==> src/rtl/pbus_pkg.sv <==
package pbus_pkg;
  localparam int HALF_W = 16;
  localparam int BYTE_W = 8;

  typedef enum logic [2:0] {
    PH_IDLE  = 3'd0,
    PH_ADDR  = 3'd1,
    PH_SETUP = 3'd2,
    PH_STRB  = 3'd3,
    PH_HOLD  = 3'd4,
    PH_RECOV = 3'd5
  } phase_e;

  typedef enum logic [1:0] {
    STY_SPLIT = 2'd0,
    STY_DSTRB = 2'd1,
    STY_HOST  = 2'd2,
    STY_RSVD  = 2'd3
  } style_e;

  // byte-select for the read return path
  typedef enum logic [1:0] {
    SEL_FULL = 2'd0,
    SEL_LO   = 2'd1,
    SEL_HI   = 2'd2
  } rsel_e;
endpackage

==> src/rtl/pbus_phase_seq.sv <==
module pbus_phase_seq
  import pbus_pkg::*;
#(
  parameter int SHORT_W = 2,
  parameter int LONG_W  = 4
) (
  input  logic               clk,
  input  logic               rst,
  input  logic               start,
  input  logic [SHORT_W-1:0] ext_addr,
  input  logic [SHORT_W-1:0] ext_setup,
  input  logic [LONG_W-1:0]  ext_strb,
  input  logic [SHORT_W-1:0] ext_hold,
  input  logic [LONG_W-1:0]  ext_recov,
  input  logic               wait_rdy,
  input  logic               rdy_ok,
  output phase_e             phase,
  output logic               strb_end,
  output logic               done
);
  localparam int CNT_W = (LONG_W > SHORT_W) ? LONG_W : SHORT_W;

  logic [CNT_W-1:0] cnt;
  logic [CNT_W-1:0] load_len;
  phase_e           nxt;
  phase_e           load_ph;
  logic             cnt_zero;
  logic             adv;

  assign cnt_zero = (cnt == '0);
  assign strb_end = (phase == PH_STRB) && cnt_zero && (!wait_rdy || rdy_ok);
  assign adv      = (phase != PH_IDLE) && cnt_zero && ((phase != PH_STRB) || strb_end);
  assign done     = (phase == PH_RECOV) && cnt_zero;

  always_comb begin
    unique case (phase)
      PH_ADDR:  nxt = PH_SETUP;
      PH_SETUP: nxt = PH_STRB;
      PH_STRB:  nxt = PH_HOLD;
      PH_HOLD:  nxt = PH_RECOV;
      default:  nxt = PH_IDLE;
    endcase
    load_ph = (phase == PH_IDLE) ? PH_ADDR : nxt;
    unique case (load_ph)
      PH_ADDR:  load_len = CNT_W'(ext_addr);
      PH_SETUP: load_len = CNT_W'(ext_setup);
      PH_STRB:  load_len = CNT_W'(ext_strb);
      PH_HOLD:  load_len = CNT_W'(ext_hold);
      PH_RECOV: load_len = CNT_W'(ext_recov);
      default:  load_len = '0;
    endcase
  end

  always_ff @(posedge clk) begin
    if (rst) begin
      phase <= PH_IDLE;
      cnt   <= '0;
    end else if ((phase == PH_IDLE && start) || adv) begin
      phase <= load_ph;
      cnt   <= load_len;
    end else if (!cnt_zero) begin
      cnt <= cnt - 1'b1;
    end
  end
endmodule

==> src/rtl/pbus_lane_path.sv <==
module pbus_lane_path
  import pbus_pkg::*;
#(
  parameter int AW = 16
) (
  input  logic              clk,
  input  logic              rst,
  input  logic              start,
  input  logic [AW-1:0]     req_addr,
  input  logic [HALF_W-1:0] req_wdata,
  input  logic [1:0]        req_be,
  input  logic              req_read,
  input  logic              cfg_narrow,
  input  logic              cfg_byte_rd,
  input  logic              cfg_mux,
  input  phase_e            phase,
  input  logic              strb_end,
  input  logic [HALF_W-1:0] bus_din,
  output logic [AW-1:0]     bus_addr,
  output logic [1:0]        bus_be_n,
  output logic [HALF_W-1:0] bus_dout,
  output logic              bus_doe,
  output logic              xfer_read,
  output logic [HALF_W-1:0] rdata
);
  logic [AW-1:0]     addr_q;
  logic [HALF_W-1:0] wdata_q;
  logic [1:0]        be_q;
  rsel_e             sel_q;
  logic              read_q;
  logic [HALF_W-1:0] rdata_q;
  logic [HALF_W-1:0] addr_on_data;

  logic [AW-1:0] addr_d;
  logic [1:0]    be_d;
  rsel_e         sel_d;
  logic          byte_req;

  generate
    if (AW >= HALF_W) begin : g_trunc
      assign addr_on_data = addr_q[HALF_W-1:0];
    end else begin : g_pad
      assign addr_on_data = {{(HALF_W-AW){1'b0}}, addr_q};
    end
  endgenerate

  assign byte_req = (req_be == 2'b01) || (req_be == 2'b10);

  always_comb begin
    addr_d = req_addr;
    be_d   = ~req_be;
    sel_d  = SEL_FULL;
    if (cfg_narrow) begin
      be_d  = 2'b10;
      sel_d = SEL_LO;
    end else if (req_read && byte_req) begin
      sel_d = req_addr[0] ? SEL_HI : SEL_LO;
      if (cfg_byte_rd) begin
        be_d = req_addr[0] ? 2'b01 : 2'b10;
      end else begin
        addr_d = {req_addr[AW-1:1], 1'b0};
        be_d   = 2'b00;
      end
    end
  end

  always_ff @(posedge clk) begin
    if (rst) begin
      addr_q  <= '0;
      wdata_q <= '0;
      be_q    <= 2'b11;
      sel_q   <= SEL_FULL;
      read_q  <= 1'b1;
      rdata_q <= '0;
    end else begin
      if (start) begin
        addr_q  <= addr_d;
        wdata_q <= req_wdata;
        be_q    <= be_d;
        sel_q   <= sel_d;
        read_q  <= req_read;
      end
      if (strb_end && read_q) begin
        unique case (sel_q)
          SEL_LO:  rdata_q <= {{(HALF_W-BYTE_W){1'b0}}, bus_din[BYTE_W-1:0]};
          SEL_HI:  rdata_q <= {{(HALF_W-BYTE_W){1'b0}}, bus_din[HALF_W-1:BYTE_W]};
          default: rdata_q <= bus_din;
        endcase
      end
    end
  end

  logic addr_drive;
  logic data_drive;
  assign addr_drive = cfg_mux && (phase == PH_ADDR);
  assign data_drive = !read_q &&
                      ((phase == PH_SETUP) || (phase == PH_STRB) || (phase == PH_HOLD));

  assign bus_addr  = addr_q;
  assign bus_be_n  = (phase == PH_IDLE) ? 2'b11 : be_q;
  assign bus_dout  = addr_drive ? addr_on_data : wdata_q;
  assign bus_doe   = addr_drive || data_drive;
  assign xfer_read = read_q;
  assign rdata     = rdata_q;
endmodule

==> src/rtl/pbus_cycle_seq.sv <==
module pbus_cycle_seq
  import pbus_pkg::*;
#(
  parameter int AW      = 16,
  parameter int SHORT_W = 2,
  parameter int LONG_W  = 4
) (
  input  logic               clk,
  input  logic               rst,
  input  logic               req_valid,
  output logic               req_ready,
  input  logic [AW-1:0]      req_addr,
  input  logic [15:0]        req_wdata,
  input  logic [1:0]         req_be,
  input  logic               req_read,
  output logic               rsp_valid,
  output logic [15:0]        rsp_rdata,
  output logic               rsp_err,
  input  logic [SHORT_W-1:0] cfg_ext_addr,
  input  logic [SHORT_W-1:0] cfg_ext_setup,
  input  logic [LONG_W-1:0]  cfg_ext_strobe,
  input  logic [SHORT_W-1:0] cfg_ext_hold,
  input  logic [LONG_W-1:0]  cfg_ext_recov,
  input  logic [1:0]         cfg_style,
  input  logic               cfg_rdy_high,
  input  logic               cfg_mux,
  input  logic               cfg_wr_en,
  input  logic               cfg_narrow,
  input  logic               cfg_byte_rd,
  output logic [AW-1:0]      bus_addr,
  output logic [1:0]         bus_be_n,
  output logic [15:0]        bus_dout,
  output logic               bus_doe,
  input  logic [15:0]        bus_din,
  output logic               bus_cs_n,
  output logic               bus_rd_n,
  output logic               bus_wr_n,
  output logic               bus_ds_n,
  output logic               bus_rnw,
  input  logic               bus_rdy
);
  phase_e phase;
  style_e sty;
  logic   accept, refuse, start;
  logic   strb_end, done;
  logic   rdy_ok, xfer_read;
  logic   in_strb, cs_act;
  logic [15:0] rdata;

  assign sty       = (cfg_style == 2'd3) ? STY_SPLIT : style_e'(cfg_style);
  assign req_ready = (phase == PH_IDLE);
  assign accept    = req_valid && req_ready;
  assign refuse    = accept && !req_read && !cfg_wr_en;
  assign start     = accept && !refuse;
  assign rdy_ok    = cfg_rdy_high ? bus_rdy : !bus_rdy;

  pbus_phase_seq #(.SHORT_W(SHORT_W), .LONG_W(LONG_W)) u_seq (
    .clk      (clk),
    .rst      (rst),
    .start    (start),
    .ext_addr (cfg_ext_addr),
    .ext_setup(cfg_ext_setup),
    .ext_strb (cfg_ext_strobe),
    .ext_hold (cfg_ext_hold),
    .ext_recov(cfg_ext_recov),
    .wait_rdy (sty == STY_HOST),
    .rdy_ok   (rdy_ok),
    .phase    (phase),
    .strb_end (strb_end),
    .done     (done)
  );

  pbus_lane_path #(.AW(AW)) u_lane (
    .clk        (clk),
    .rst        (rst),
    .start      (start),
    .req_addr   (req_addr),
    .req_wdata  (req_wdata),
    .req_be     (req_be),
    .req_read   (req_read),
    .cfg_narrow (cfg_narrow),
    .cfg_byte_rd(cfg_byte_rd),
    .cfg_mux    (cfg_mux),
    .phase      (phase),
    .strb_end   (strb_end),
    .bus_din    (bus_din),
    .bus_addr   (bus_addr),
    .bus_be_n   (bus_be_n),
    .bus_dout   (bus_dout),
    .bus_doe    (bus_doe),
    .xfer_read  (xfer_read),
    .rdata      (rdata)
  );

  // strobe decode from the registered phase state
  assign in_strb  = (phase == PH_STRB);
  assign cs_act   = (phase == PH_SETUP) || in_strb || (phase == PH_HOLD);
  assign bus_cs_n = !cs_act;
  assign bus_rd_n = !((sty == STY_SPLIT) && in_strb && xfer_read);
  assign bus_wr_n = !((sty == STY_SPLIT) && in_strb && !xfer_read);
  assign bus_ds_n = !((sty != STY_SPLIT) && in_strb);
  assign bus_rnw  = ((sty != STY_SPLIT) && cs_act) ? xfer_read : 1'b1;

  always_ff @(posedge clk) begin
    if (rst) begin
      rsp_valid <= 1'b0;
      rsp_err   <= 1'b0;
    end else begin
      rsp_valid <= done || refuse;
      rsp_err   <= refuse;
    end
  end
  assign rsp_rdata = rdata;
endmodule

==> config.mk <==
export PLATFORM = sky130hd
export DESIGN_NAME = pbus_cycle_seq
export DESIGN_NICKNAME = d
export VERILOG_FILES = /design/src/rtl/pbus_pkg.sv /design/src/rtl/pbus_phase_seq.sv /design/src/rtl/pbus_lane_path.sv /design/src/rtl/pbus_cycle_seq.sv
export SDC_FILE = /design/constraint.sdc
export NUM_CORES = 1
export LEC_CHECK = 0
export ABC_AREA = 1
export BUFFER_PORTS_ARGS = -buffer_cell sky130_fd_sc_hd__buf_2
export CAP_MARGIN = 0
export CORE_UTILIZATION = 30
export CTS_BUF_LIST = sky130_fd_sc_hd__clkbuf_4 sky130_fd_sc_hd__clkbuf_8
export CTS_CLUSTER_SIZE = 10
export DETAILED_ROUTE_END_ITERATION = 12
export GPL_TIMING_DRIVEN = 0
export HOLD_SLACK_MARGIN = 0.03
export PLACE_DENSITY = 0.6
export SLEW_MARGIN = 20
export SYNTH_ARGS = -nofsm -noshare
export SYNTH_HDL_FRONTEND = slang
export SYNTH_HIERARCHICAL = 1
export SYNTH_SLANG_ARGS = --single-unit
==> constraint.sdc <==
create_clock -name clk -period 5 [get_ports clk]
set_input_delay 0.75 -clock clk [delete_from_list [all_inputs] [get_ports clk]]
set_output_delay 0.75 -clock clk [all_outputs]
set_load 0.005 [all_outputs]
== Word level (Yosys, flattened, before mapping) ==
Cells that the tools add are included.

* Reduce and logical (&&, ||, !) cells: 42
* Eq/ne operators: 18
* Multiplexer cells: 21
* Bitwise gates (word level): 1
* $add $sub $neg: 1

{| class="wikitable"
|+ Operator list
! cell !! count
|-
| $pmux W16 S2 || 1
|-
| $pmux W4 S5 || 1
|-
| $logic_and A1 B1 Y1 || 19
|-
| $mux W2 || 9
|-
| $mux W16 || 1
|-
| $eq A3 B2 Y1 const B || 4
|-
| $eq A3 B3 Y1 const B || 4
|-
| $pmux W3 S4 || 1
|-
| $logic_not A1 Y1 || 10
|-
| $eq A2 B2 Y1 const B || 4
|-
| $logic_or A1 B1 Y1 || 8
|-
| $mux W4 || 2
|-
| $eq A3 B1 Y1 const B || 2
|-
| $mux W1 || 5
|-
| $eq A2 B1 Y1 const B || 2
|-
| $logic_not A4 Y1 || 1
|-
| $sub A4 B1 Y4 const B || 1
|-
| $logic_not A3 Y1 || 1
|-
| $mux W3 || 1
|-
| $ne A3 B2 Y1 const B || 1
|-
| $reduce_bool A3 Y1 || 1
|-
| $logic_not A2 Y1 || 1
|-
| $ne A2 B2 Y1 const B || 1
|-
| $not A2 Y2 || 1
|-
| $reduce_bool A2 Y1 || 1
|}

* Logic and storage cells: 93
* Bits of input ports: 76
* Flip-flop bits (word level): 62

== Logic depth before layout (Yosys ltp) ==
* Word-level depth: 10
* Mapped depth: 11

== Cells and area by module ==
The synthesis kept the hierarchy.

{| class="wikitable"
|+ By module, submodules not included
! module !! area each (µm²) !! cells each !! instances !! seq. area each (µm²)
|-
| pbus_lane_path || 2327.2 || 312 || 1 || 1061.0
|-
| pbus_phase_seq || 626.9 || 91 || 1 || 140.1
|-
| pbus_cycle_seq || 181.4 || 29 || 1 || 40.0
|}

== Worst setup path after synthesis ==
Ideal clock, no wire load.

* Path kind: input port to flip-flop
* Start point: input cfg_style[0]
* End point: register u_lane.rdata_q[13], in the netlist u_lane/rdata[13]
* Stages on the path: 10
* Path buffers: 1
* Slack: 2950 ps
* Arrival time: 1979 ps
* Path through: inv_1 -> ha_1 -> inv_1 -> nor2_1 -> nor4_1 -> nand2_4 -> inv_6 -> buf_6 -> nand3_1 -> a21oi_1

* Cells in the longest elaborated chain, start to end: 7

{| class="wikitable"
|+ RTL lines
! element !! line !! text
|-
| start, declared || pbus_cycle_seq.sv:24 || <nowiki>input logic [1:0] cfg_style,</nowiki>
|-
| $eq A2 B2 Y1 || pbus_cycle_seq.sv:50 || <nowiki>assign sty = (cfg_style == 2'd3) ? STY_SPLIT : style_e'(cfg_style);</nowiki>
|-
| $mux W2 (*) || pbus_cycle_seq.sv:50 ||
|-
| $eq A2 B2 Y1 (*) || pbus_cycle_seq.sv:66 || <nowiki>.wait_rdy (sty == STY_HOST),</nowiki>
|-
| $logic_not A1 Y1 (*) || pbus_phase_seq.sv:31 || <nowiki>assign strb_end = (phase == PH_STRB) && cnt_zero && (!wait_rdy || rdy_ok);</nowiki>
|-
| $logic_or A1 B1 Y1 (*) || pbus_phase_seq.sv:31 ||
|-
| $logic_and A1 B1 Y1 (*) || pbus_phase_seq.sv:31 ||
|-
| via strb_end || pbus_cycle_seq.sv:45 || <nowiki>logic strb_end, done;</nowiki>
|-
| $logic_and A1 B1 Y1 (*) || pbus_lane_path.sv:83 || <nowiki>if (strb_end && read_q) begin</nowiki>
|-
| end signal, assigned || pbus_lane_path.sv:85 || <nowiki>SEL_LO: rdata_q <= {{(HALF_W-BYTE_W){1'b0}}, bus_din[BYTE_W-1:0]};</nowiki>
|-
| end signal, assigned || pbus_lane_path.sv:86 || <nowiki>SEL_HI: rdata_q <= {{(HALF_W-BYTE_W){1'b0}}, bus_din[HALF_W-1:BYTE_W]};</nowiki>
|-
| end signal, assigned || pbus_lane_path.sv:87 || <nowiki>default: rdata_q <= bus_din;</nowiki>
|-
| end, declared || pbus_lane_path.sv:31 || <nowiki>logic [HALF_W-1:0] rdata_q;</nowiki>
|}

Mark *: on every way through the listed nets, which the timed path passes. The rest lies on a longest branch.
A chain may end at the register's enable or synchronous reset.

== Worst setup path in the final report ==
* Start point: register u_seq.phase[2]
* End point: output bus_dout[13]

* Cells in the longest elaborated chain, start to end: 3

{| class="wikitable"
|+ RTL lines
! element !! line !! text
|-
| start, declared || pbus_phase_seq.sv:17 || <nowiki>output phase_e phase,</nowiki>
|-
| start signal, assigned || pbus_phase_seq.sv:59 || <nowiki>phase <= load_ph;</nowiki>
|-
| $eq A3 B1 Y1 || pbus_lane_path.sv:95 || <nowiki>assign addr_drive = cfg_mux && (phase == PH_ADDR);</nowiki>
|-
| $logic_and A1 B1 Y1 || pbus_lane_path.sv:95 ||
|-
| $mux W16 || pbus_lane_path.sv:101 || <nowiki>assign bus_dout = addr_drive ? addr_on_data : wdata_q;</nowiki>
|-
| end, declared || pbus_cycle_seq.sv:32 || <nowiki>output logic [15:0] bus_dout,</nowiki>
|}

Every way passes these cells.

==> impl_metrics.tcl <==
set metrics [dict create \
    ys_types 36 \
    skew_ps 6.54 \
    crit_slowest_cell "dfxtp_1" \
    timing.setup.tns_ps 0 \
    dp_hpwl_um 7070 \
    path_cells "nor2_2 > nand3_2 > buf_2 > nand2_1 > o21ai_1 > buf_2" \
    drt_first_pass_iters 4 \
    tritoncts "built" \
    antenna_found_initial 0 \
    routed_wl_um 9310 \
    numCtsBuffers 9 \
    slew_viol_final 0 \
    rr_worst_depth 11 \
    htree_levels 3 \
    crit_arrival_ps 1680 \
    layout-drive-gt1-share 0.347 \
    ios 135 \
    max_freq_mhz 411 \
    holdPathStages 2 \
    startpoint_type "register" \
    clock-sinks 62 \
    crit_top_cell "buf_2" \
    drtAntennaViolNets 0 \
    powerDensity_nw_per_um2 461 \
    worstReg2RegStart "u_seq/cnt[0]$_SDFFE_PP0P_" \
    die_y_um 104 \
    cts_setup_buffers 0 \
    grt_pass1_vias 3240 \
    port_buffers 134 \
    hp-class "register to register" \
    required_ps 4250 \
    routed_via_density 4.71 \
    hold_viol 0 \
    wire_per_inst_um 13.0 \
    clk_pin_slew_ps 80 \
    status "completed" \
    diodes 0 \
    rsz0062_at_grt "false" \
    ctsResizeCount 0 \
    rows 36 \
    start_util 0.315 \
    p_leak_nw 2.02 \
    mostFrequentLayoutCells "144 x buf_2, 67 x nand2_1, 62 x dfxtp_1" \
    worst_slew_pin_slew_ps 558 \
    die-area_um2 10900 \
    cts_buffer_depth 2 \
    core_um2 9950 \
    ir_drop_v 0.000150 \
    final_common_cell "buf_2" \
    insertion_delay_ps 340 \
    relSlewSlack 0.627 \
    grt_pass1_wl_um 15400 \
    utilization 0.422 \
    vias 3371 \
    ys_seq_area_frac 0.396 \
    ys_warn_count 6 \
    drc 0 \
    grtUsageTotal 0.176 \
    nets 657 \
    syn_area_um2 3140 \
    fill_cells 1086 \
    setup_viol 0 \
    syn_inst 432 \
    min_period_ps 2430 \
    grt_max_degree 13 \
    cp_num_cells 6 \
    path_class "register to primary output" \
    syn-num-nets 512 \
    crit_fanout 10 \
    hold_start "u_lane/bus_addr[11]$_SDFFE_PP0P_" \
    endpoint_kind "primary output" \
    dr.first_iter.drc_count 128 \
    holdBufCountCts 0 \
    crit_path_start "u_seq/phase[2]$_SDFFE_PP0N_" \
    crit_family "flip-flops" \
    maxCapViolCount 0 \
    root_buffer "clkbuf_8" \
    gr-total-overflow 0 \
    syn_to_final_growth_pct 34.1 \
    cpPeakStageDelay_ps 500 \
    worstPathBufferInverterCount 2 \
    dieWidth_um 104 \
    gp_congestion 0.788 \
    synth-seq-cells 62 \
    fin_crit_sh 0.486 \
    syn-mean-instance-area_um2 7.26 \
]
-- path summary, 6_finish.rpt --
check / to / slack, ps
hold / removal: u_lane/bus_addr[11]$_SDFFE_PP0P_ / 470
setup reg to reg: u_lane/rdata[13]$_SDFFE_PP0P_ / 2800
setup / recovery: bus_dout[13] / 2570
hold reg to reg: u_lane/bus_addr[11]$_SDFFE_PP0P_ / 470
-- power by group --
group | switching [W] | total [W] | internal (W)
clock network | 0.000216 | 0.000514 | 0.000298
registers | 0.0000566 | 0.000647 | 0.000590
logic | 0.000470 | 0.000778 | 0.000308
total | 0.000742 | 0.00194 | 0.00120
-- state kept, by name, summed over array words and instances (netlist names) --
signal,count
u_seq/cnt,4
u_lane/be_q,2
rsp_err,1
u_lane/sel_q,2
u_lane/rdata,16
u_lane/xfer_read,1
u_lane/wdata_q,16
rsp_valid,1
u_seq/phase,3
u_lane/bus_addr,16
-- through the flow --
| stage | instance area, um^2 | hold WS (ps) | total power, W | setup WS [ps] | std cells |
|---|---|---|---|---|---|
| finish | 4200 | 468 | 0.00194 | 2570 | 715 |
| global route | 4200 | 486 | 0.00209 | 2360 | 715 |
| CTS | 4200 | 470 | 0.00196 | 2550 | 715 |
| detailed placement | 3970 | 455 | 0.00144 | 2620 | 699 |
| global placement | 3970 | 452 | 0.00142 | 2630 | 699 |
| floorplan | 3140 | 433 | 0.00119 | 2950 | 432 |
-- tightest hold or removal path: stages (launching register included) --
cell and delay, ps:
dfxtp_1 310, inv_1 60, a21oi_1 60
-- area by class of cell --
| type | instances | area, um^2 | share of cell area |
|---|---|---|---|
| inverter | 50 | 194 | 0.0461 |
| clock buffer | 10 | 138 | 0.0327 |
| timing repair buffer | 134 | 671 | 0.160 |
| sequential | 62 | 1240 | 0.295 |
| buffer | 22 | 148 | 0.0351 |
| multi-input combinational | 298 | 1550 | 0.369 |
| clock inverter | 6 | 93.8 | 0.0223 |
| tap | 133 | 166 | 0.0396 |
-- cells in the mapped netlist, drive strengths merged --
library cell	count	share of area
o21bai	1	0.0036
clkbuf	5	0.0068
ha	4	0.016
o21ai	71	0.13
inv	49	0.060
xnor2	2	0.0056
o31ai	1	0.0024
nor3	1	0.0032
nand2	72	0.097
dfxtp	62	0.40
a31oi	8	0.016
nor2b	1	0.0044
nor4	2	0.0040
a21oi	34	0.054
o211ai	2	0.0048
nor2	53	0.072
buf	17	0.040
xor2	1	0.0028
nand4	5	0.010
nand3	40	0.071
clkinv	1	0.0016
-- logic make-up (layout without fill, tap and decap cells) --
kind of cell | count (synthesis) | in the layout | synth area share
xor+xnor | 3 | 3 | 0.00838
fa+ha+maj | 4 | 4 | 0.0160
compound gates | 117 | 117 | 0.210
flops | 62 | 62 | 0.396
buf+inv | 72 | 222 | 0.109
simple gates | 174 | 174 | 0.261
-- per-layer routing --
layer  track usage  vias to the layer above  wire length [um]  part of all wire
li1              -                     1722                 -                 -
met4        0.0439                        0                61            0.0066
met1         0.225                     1541              4220              0.45
met3        0.0445                        6               523             0.056
met2         0.294                      102              4500              0.48
met5             0                        -                 0                 0
(Power assumes the default switching activity.)
